<file path="config.mk">
export PLATFORM = sky130hd
export DESIGN_NAME = tod_counter
export DESIGN_NICKNAME = d
export VERILOG_FILES = /design/src/rtl/tod_pkg.sv /design/src/rtl/tod_pps_sync.sv /design/src/rtl/tod_time_reg.sv /design/src/rtl/tod_tx_sched.sv /design/src/rtl/tod_counter.sv
export SDC_FILE = /design/constraint.sdc
export NUM_CORES = 1
export LEC_CHECK = 0
export BUFFER_PORTS_ARGS = -buffer_cell sky130_fd_sc_hd__buf_4
export CAP_MARGIN = 20
export CORE_ASPECT_RATIO = 1.1
export CORE_MARGIN = 1
export CORE_UTILIZATION = 45
export CTS_BUF_LIST = sky130_fd_sc_hd__clkbuf_4 sky130_fd_sc_hd__clkbuf_8
export DETAILED_ROUTE_END_ITERATION = 6
export HOLD_SLACK_MARGIN = 0.1
export PLACE_DENSITY = 0.68
export SLEW_MARGIN = 20
export SYNTH_ARGS = -nofsm -noshare
export SYNTH_HDL_FRONTEND = slang
export SYNTH_SLANG_ARGS = --single-unit
</file>
<file path="constraint.sdc">
create_clock -name clk_i -period 3.1 [get_ports clk_i]
set_input_delay 0.93 -clock clk_i [delete_from_list [all_inputs] [get_ports clk_i]]
set_output_delay 0.93 -clock clk_i [all_outputs]
set_load 0.1 [all_outputs]
</file>
<file path="src/rtl/tod_pkg.sv">
package tod_pkg;
  localparam int TIME_W_DEF = 64;

  typedef enum logic [1:0] {
    OP_NOP      = 2'b00,
    OP_SET_NOW  = 2'b01,
    OP_ARM_PPS  = 2'b10,
    OP_READ     = 2'b11
  } tod_op_e;
endpackage

</file>
<file path="src/rtl/tod_pps_sync.sv">
module tod_pps_sync #(
  parameter int STAGES = 2
) (
  input  logic clk_i,
  input  logic rst_ni,
  input  logic pps_i,
  output logic edge_o
);
  // sh_q[STAGES] is the delayed copy used for edge detection
  logic [STAGES:0] sh_q;

  always_ff @(posedge clk_i or negedge rst_ni) begin
    if (!rst_ni) sh_q <= '0;
    else         sh_q <= {sh_q[STAGES-1:0], pps_i};
  end

  assign edge_o = sh_q[STAGES-1] & ~sh_q[STAGES];

  p_edge_pulse_r7: assert property (@(posedge clk_i) disable iff (!rst_ni)
    edge_o |=> !edge_o);
endmodule

</file>
<file path="src/rtl/tod_time_reg.sv">
module tod_time_reg #(
  parameter int TIME_W = 64
) (
  input  logic              clk_i,
  input  logic              rst_ni,
  input  logic              set_now_i,
  input  logic              arm_i,
  input  logic [TIME_W-1:0] val_i,
  input  logic              pps_edge_i,
  output logic [TIME_W-1:0] time_o
);
  logic [TIME_W-1:0] time_q, pend_q;
  logic              armed_q;
  logic              pps_load;

  assign pps_load = armed_q & pps_edge_i;

  always_ff @(posedge clk_i or negedge rst_ni) begin
    if (!rst_ni) begin
      time_q  <= '0;
      pend_q  <= '0;
      armed_q <= 1'b0;
    end else if (set_now_i) begin
      // immediate load wins and drops any armed value
      time_q  <= val_i;
      armed_q <= 1'b0;
    end else begin
      if (pps_load) begin
        time_q  <= pend_q;
        armed_q <= 1'b0;
      end else begin
        time_q  <= time_q + 1'b1;
      end
      if (arm_i) begin
        pend_q  <= val_i;
        armed_q <= 1'b1;
      end
    end
  end

  assign time_o = time_q;

  p_incr_r1: assert property (@(posedge clk_i) disable iff (!rst_ni)
    (!set_now_i && !pps_load) |=> time_q == $past(time_q) + 1'b1);
  p_set_now_r2: assert property (@(posedge clk_i) disable iff (!rst_ni)
    set_now_i |=> time_q == $past(val_i));
  p_pps_load_r3: assert property (@(posedge clk_i) disable iff (!rst_ni)
    (pps_load && !set_now_i) |=> time_q == $past(pend_q));
  p_cancel_r4: assert property (@(posedge clk_i) disable iff (!rst_ni)
    set_now_i |=> !armed_q);
endmodule

</file>
<file path="src/rtl/tod_tx_sched.sv">
module tod_tx_sched #(
  parameter int TIME_W = 64
) (
  input  logic              clk_i,
  input  logic              rst_ni,
  input  logic [TIME_W-1:0] time_i,
  input  logic              req_valid_i,
  input  logic [TIME_W-1:0] req_time_i,
  output logic              req_ready_o,
  output logic              rel_o,
  output logic              late_o
);
  logic [TIME_W-1:0] tgt_q;
  logic              pending_q, late_q;
  logic              accept, is_late, hit;

  assign req_ready_o = ~pending_q & ~late_q;
  assign accept      = req_valid_i & req_ready_o;
  // a timestamp equal to now cannot be met by a registered match
  assign is_late     = req_time_i <= time_i;
  assign hit         = pending_q & (time_i == tgt_q);

  always_ff @(posedge clk_i or negedge rst_ni) begin
    if (!rst_ni) begin
      tgt_q     <= '0;
      pending_q <= 1'b0;
      late_q    <= 1'b0;
    end else begin
      late_q <= accept & is_late;
      if (hit) pending_q <= 1'b0;
      if (accept && !is_late) begin
        pending_q <= 1'b1;
        tgt_q     <= req_time_i;
      end
    end
  end

  assign rel_o  = hit | late_q;
  assign late_o = late_q;

  p_rel_exact_r8: assert property (@(posedge clk_i) disable iff (!rst_ni)
    (rel_o && !late_o) |-> time_i == tgt_q);
  p_late_pulse_r9: assert property (@(posedge clk_i) disable iff (!rst_ni)
    late_o |=> !late_o);
  p_ready_low_r10: assert property (@(posedge clk_i) disable iff (!rst_ni)
    (accept && !is_late) |=> !req_ready_o);
  p_one_owner_r10: assert property (@(posedge clk_i) disable iff (!rst_ni)
    !(pending_q && late_q));
endmodule

</file>
<file path="src/rtl/tod_counter.sv">
module tod_counter #(
  parameter int TIME_W      = tod_pkg::TIME_W_DEF,
  parameter int SYNC_STAGES = 2
) (
  input  logic              clk_i,
  input  logic              rst_ni,
  input  logic              pps_i,
  input  logic              cmd_valid_i,
  input  logic [1:0]        cmd_op_i,
  input  logic [TIME_W-1:0] cmd_time_i,
  output logic [TIME_W-1:0] rd_time_o,
  output logic              rd_valid_o,
  input  logic              req_valid_i,
  input  logic [TIME_W-1:0] req_time_i,
  output logic              req_ready_o,
  output logic              rel_o,
  output logic              late_o
);
  import tod_pkg::*;

  logic              pps_edge;
  logic              set_now, arm, rd_cmd;
  logic [TIME_W-1:0] time_now;
  logic [TIME_W-1:0] rd_time_q;
  logic              rd_valid_q;

  assign set_now = cmd_valid_i && (cmd_op_i == OP_SET_NOW);
  assign arm     = cmd_valid_i && (cmd_op_i == OP_ARM_PPS);
  assign rd_cmd  = cmd_valid_i && (cmd_op_i == OP_READ);

  tod_pps_sync #(.STAGES(SYNC_STAGES)) u_sync (
    .clk_i  (clk_i),
    .rst_ni (rst_ni),
    .pps_i  (pps_i),
    .edge_o (pps_edge)
  );

  tod_time_reg #(.TIME_W(TIME_W)) u_time (
    .clk_i      (clk_i),
    .rst_ni     (rst_ni),
    .set_now_i  (set_now),
    .arm_i      (arm),
    .val_i      (cmd_time_i),
    .pps_edge_i (pps_edge),
    .time_o     (time_now)
  );

  tod_tx_sched #(.TIME_W(TIME_W)) u_sched (
    .clk_i       (clk_i),
    .rst_ni      (rst_ni),
    .time_i      (time_now),
    .req_valid_i (req_valid_i),
    .req_time_i  (req_time_i),
    .req_ready_o (req_ready_o),
    .rel_o       (rel_o),
    .late_o      (late_o)
  );

  always_ff @(posedge clk_i or negedge rst_ni) begin
    if (!rst_ni) begin
      rd_time_q  <= '0;
      rd_valid_q <= 1'b0;
    end else begin
      rd_valid_q <= rd_cmd;
      if (rd_cmd) rd_time_q <= time_now;
    end
  end

  assign rd_time_o  = rd_time_q;
  assign rd_valid_o = rd_valid_q;

  p_rd_snap_r5: assert property (@(posedge clk_i) disable iff (!rst_ni)
    rd_cmd |=> (rd_valid_o && rd_time_o == $past(time_now)));
  p_rd_pulse_r5: assert property (@(posedge clk_i) disable iff (!rst_ni)
    !rd_cmd |=> !rd_valid_o);
endmodule

</file>
After elaboration in Yosys (flattened, before gate mapping):

Cells that the tools add are included.

* add/subtract/negate cells: 1
* order comparisons: 1
* equality and inequality tests: 4
* mux-type cells: 7
* bitwise gates (word level): 11
* reduce and logical (&&, ||, !) cells: 8

Operators with widths (count)
* $mux W64: 2
* $add A64 B1 Y64 const B: 1
* $eq A64 B64 Y1: 1
* $le A64 B64 Y1: 1
* $and A1 B1 Y1: 6
* $mux W1: 5
* $eq A2 B2 Y1 const B: 2
* $logic_and A1 B1 Y1: 4
* $not A1 Y1: 4
* $reduce_bool A3 Y1: 1
* $eq A2 B1 Y1 const B: 1
* $reduce_and A2 Y1: 1
* $reduce_bool A2 Y1: 1
* $logic_not A1 Y1: 1
* $or A1 B1 Y1: 1

* bits in registers: 263
* input bits: 135
* output and inout bits: 68

Longest topological paths before layout:

* depth in word-level cells: 6
* depth in mapped cells: 13

Hierarchy:

Synthesis repeated with hierarchy kept, for this count alone.

* cell total of the unflattened synthesis: 1266
* area total of the unflattened synthesis: 14418.8 µm²

Modules (own cells, without submodules)
* tod_time_reg: times used 1, cells an instance 655, area each 6628.9 µm², sequential area each 3228.1 µm²
* tod_tx_sched: times used 1, cells an instance 466, area each 5016.1 µm², sequential area each 1651.6 µm²
* tod_counter: times used 1, cells an instance 141, area each 2685.1 µm², sequential area each 1626.6 µm²
* tod_pps_sync: times used 1, cells an instance 4, area each 88.8 µm², sequential area each 75.1 µm²

Worst setup path before layout:

OpenSTA, ideal clock, no wires.

* kind: input-to-reg
* from: input req_time_i[62]
* to: register u_sched.tgt_q[14]
* setup time: 0.125 ns
* arrival time: 3.536 ns
* data required time: 2.975 ns
* path slack: -0.561 ns
* stages: 10
* cell sequence: ha_1 -> nand4_2 -> nor4_2 -> nand3_1 -> or4_1 -> or4_4 -> nand4_2 -> buf_12 -> buf_12 -> mux2_4

* cells in the longest elaborated chain, start to end: 3

Ends and longest elaborated chain
* start, declared: RTL line tod_counter.sv:14 `input logic [TIME_W-1:0] req_time_i,`
* $le A64 B64 Y1: RTL line tod_tx_sched.sv:20 `assign is_late = req_time_i <= time_i;`
* $logic_not A1 Y1: RTL line tod_tx_sched.sv:31 `if (accept && !is_late) begin`
* $logic_and A1 B1 Y1: RTL line tod_tx_sched.sv:31
* end signal, assigned: RTL line tod_tx_sched.sv:33 `tgt_q <= req_time_i;`
* end, declared: RTL line tod_tx_sched.sv:13 `logic [TIME_W-1:0] tgt_q;`

No other way between the ends.
A chain may end at the register's enable or synchronous reset.

Worst setup path in the final report:

* from: register u_time.time_q[31], in the netlist u_time.time_o[31]
* to: output rel_o

* cells in the longest elaborated chain, start to end: 3

Ends and longest elaborated chain
* start, declared: RTL line tod_time_reg.sv:12 `logic [TIME_W-1:0] time_q, pend_q;`
* start signal, assigned: RTL line tod_time_reg.sv:25 `time_q <= val_i;`
* start signal, assigned: RTL line tod_time_reg.sv:29 `time_q <= pend_q;`
* start signal, assigned: RTL line tod_time_reg.sv:32 `time_q <= time_q + 1'b1;`
* $eq A64 B64 Y1: RTL line tod_tx_sched.sv:21 `assign hit = pending_q & (time_i == tgt_q);`
* $and A1 B1 Y1: RTL line tod_tx_sched.sv:21
* $or A1 B1 Y1: RTL line tod_tx_sched.sv:38 `assign rel_o = hit | late_q;`
* end, declared: RTL line tod_counter.sv:16 `output logic rel_o,`

No other way between the ends.

==> results.json <==
{
  "crit_fanout": 3,
  "yosys.area_share.xor_xnor": 0.0681,
  "clockRootBuffer": "clkbuf_8",
  "setup-violations-final": 66,
  "p_leak_nw": 8.82,
  "irDropWorstVdd_mv": 0.404,
  "synth_top_family_by_area": "multiplexers",
  "wl_met1_um": 18100,
  "syn-num-nets": 1495,
  "cts_tree": "yes",
  "clkSinkCount": 263,
  "start_kind": "flip-flop",
  "clk-insertion-delay-late_ps": 560,
  "synth-compound-area-share": 0.110,
  "cts_made_buffers": 46,
  "tightest_slew_ps": 895,
  "critPathArrivalTime_ps": 2730,
  "worst_setup_path_end_kind": "primary output",
  "syn_area_um2": 13600,
  "start_util": 0.460,
  "drive_gt1_frac": 0.378,
  "cp_top_family": "simple AND/OR/NAND/NOR gates",
  "grt_pass1_wl_um": 66000,
  "async_flop_share": 1.00,
  "clk_pin_slew_worst_paths_ps": 60,
  "antenna_found_initial": 0,
  "relSlewSlack": 0.402,
  "worst_path_most_repeated_cell": "buf_4",
  "maxSlewViolCount": 0,
  "diodes": 0,
  "port_buffers": 202,
  "fin_area_um2": 18300,
  "synth_enable_flop_cells": 0,
  "h-tree-depth": 2,
  "num_vias": 11300,
  "nNetsFinal": 1862,
  "dr_wl_met3_um": 2180,
  "core_um2": 29600,
  "hp-class": "in2async",
  "drtIter0Drc": 911,
  "cts_buffer_depth": 3,
  "die-height_um": 185,
  "synthFlopType": "dfrtp_1",
  "cp_num_buf_inv": 3,
  "syn_inst": 1295,
  "cap_violations": 0,
  "preCtsSetupSlack_ps": -842,
  "die_w_um": 168,
  "outcome": "finished, violations left",
  "synthSimpleGateAreaFrac": 0.116,
  "max_stage_delay_ps": 390,
  "drt-total-wl_um": 42300,
  "top_layer_used": "met4",
  "gp_congestion": 0.948,
  "track_usage": 0.278,
  "power_density_nw_per_um2": 699,
  "yosys_warnings": 0,
  "rsz0062_at_grt": "true",
  "area_growth_pct": 34.3,
  "io_pins": 203,
  "fin_crit_ps": 3660,
  "crit_chain": "buf_4 -> xnor2_2 -> o221ai_2 -> a2111oi_4 -> nand4_1 -> nor4_2 -> buf_4 -> or2_4 -> buf_12",
  "yosysSeqAreaShare": 0.483,
  "synthAdderAreaFrac": 0.0596,
  "avgSynthCellArea_um2": 10.5,
  "synth_mux_area_frac": 0.119,
  "fin_crit_sh": 1.18,
  "place_area_um2": 16700,
  "finalPower_mw": 12.8,
  "rows": 66,
  "grt_pass1_vias": 11700,
  "slowest_stage": "dfrtp_1",
  "hold_violations": 0,
  "antenna_left": 0,
  "routed_via_density": 5.47,
  "dieArea_um2": 31000,
  "ff2ff_setup_slack_ps": -310,
  "post-dp-hpwl_um": 31200,
  "timing.final.ws_setup_ps": -557,
  "gr-total-overflow": 0,
  "hold_slack_ps": 313,
  "synth_cell_types": 50,
  "grt_max_degree": 65,
  "drc": 0,
  "violations": "negative setup slack",
  "avgRoutedWirePerCell_um": 20.5,
  "synth-seq-cells": 263,
  "max_freq_mhz": 273,
  "fin_worst_skew_ps": 25.6,
  "critPathKind": "reg2out",
  "wl_met2_um": 20500,
  "firstDrtPassIters": 6,
  "critPathRequiredTime_ps": 2170
}
registers in the layout (all words and copies together) (netlist names):
signal and count:
rd_valid_o 1, u_sync.sh_q 3, u_sched.pending_q 1, u_time.time_o 64
u_sched.tgt_q 64, u_sched.late_o 1, u_time.pend_q 64, u_time.armed_q 1
rd_time_o 64
what timing repair did:
action	in CTS	in global routing
hold buffers	0	0
pin swaps	12	16
gates resized for setup	64	26
buffers inserted	17	2
setup endpoints to repair	65	75
cloned	7	0
Yosys cell counts (3+ instances only):
library cell	count	area, um2
and3_1	7	43.8
nor4_2	4	50.1
dfrtp_1	263	6580
a22oi_1	14	105
xor2_1	31	272
nand4_1	25	156
and4_1	6	52.6
buf_12	6	120
o21ai_0	140	701
nand2_1	147	552
inv_1	73	274
nor3_1	20	100
mux2_2	79	890
clkbuf_1	47	176
nor2_1	58	218
xnor2_1	75	657
a21o_1	8	60.1
o22ai_1	16	100
mux2_4	49	736
nor3b_1	3	22.5
nor4_1	19	119
ha_1	65	813
nand3_1	29	145
or2_2	3	18.8
buf_1	4	15.0
a21oi_1	59	295
a22o_1	4	35.0
o21a_1	4	30.0
a211oi_1	5	37.5
a221oi_1	5	43.8
through the flow:
step                setup TNS (ps)  instances   util
floorplan                   -15760       1295      -
global placement            -48170       1968  0.564
detailed placement          -50170       1968  0.564
CTS                         -16460       2068  0.617
global route                -22150       2065  0.618
finish                      -19630       2065  0.618
final timing paths:
check                                    end         startpoint  cells past startpoint
setup reg to reg            u_sched.tgt_q[1]  u_time.time_o[57]                     11
hold reg to reg               u_sync.sh_q[1]     u_sync.sh_q[0]                      0
setup / recovery                       rel_o  u_time.time_o[31]                      9
max in group asynchronous  u_time.pend_q[24]             rst_ni                      2
min in group clk_i            u_sync.sh_q[1]     u_sync.sh_q[0]                      0
hold / removal             u_time.pend_q[51]             rst_ni                      1
cells in the final DEF (no fill, tap or decap), types with 3 or more instances in the layout:
| cell | instances |
|---|---|
| a211oi_1 | 5 |
| a21o_1 | 8 |
| a21oi_1 | 59 |
| a221oi_1 | 4 |
| a22o_1 | 4 |
| a22oi_1 | 14 |
| and3_1 | 7 |
| and4_1 | 6 |
| buf_12 | 14 |
| buf_4 | 345 |
| buf_6 | 12 |
| buf_8 | 4 |
| clkbuf_4 | 12 |
| clkbuf_8 | 57 |
| clkinv_2 | 6 |
| dfrtp_1 | 263 |
| ha_1 | 54 |
| ha_4 | 11 |
| inv_1 | 69 |
| inv_2 | 3 |
| mux2_2 | 64 |
| mux2_4 | 64 |
| nand2_1 | 145 |
| nand3_1 | 25 |
| nand4_1 | 25 |
| nor2_1 | 56 |
| nor3_1 | 18 |
| nor4_1 | 11 |
| nor4_2 | 10 |
| o21a_1 | 4 |
| o21ai_0 | 139 |
| o21ai_1 | 3 |
| o22ai_1 | 16 |
| xnor2_1 | 73 |
| xor2_1 | 29 |
per-layer routing:
metal	track usage	vias up
met1	0.364	5535
met4	0.120	0
met3	0.0339	88
li1	-	5272
met2	0.465	393
met5	0	-
where the power goes:
part	switching, mW	internal [mW]
combinational	3.29	1.70
sequential	0.404	4.02
clock	1.44	1.95
cell families (layout without fill, tap and decap cells):
| group | after synthesis | in the layout |
|---|---|---|
| compound gates | 267 | 267 |
| xor+xnor | 106 | 106 |
| fa+ha+maj | 65 | 65 |
| buf+inv | 132 | 527 |
| flops | 263 | 263 |
| mux | 128 | 128 |
| simple gates | 334 | 335 |
area by class of cell:
| class | count | area [um2] |
|---|---|---|
| inverter | 73 | 277 |
| multi-input combinational | 901 | 6910 |
| tap | 374 | 468 |
| sequential | 263 | 6580 |
| fill | 2447 | 11300 |
| clock buffer | 69 | 875 |
| clock inverter | 8 | 90.1 |
| timing repair buffer | 377 | 3120 |
(Power assumes the default switching activity.)
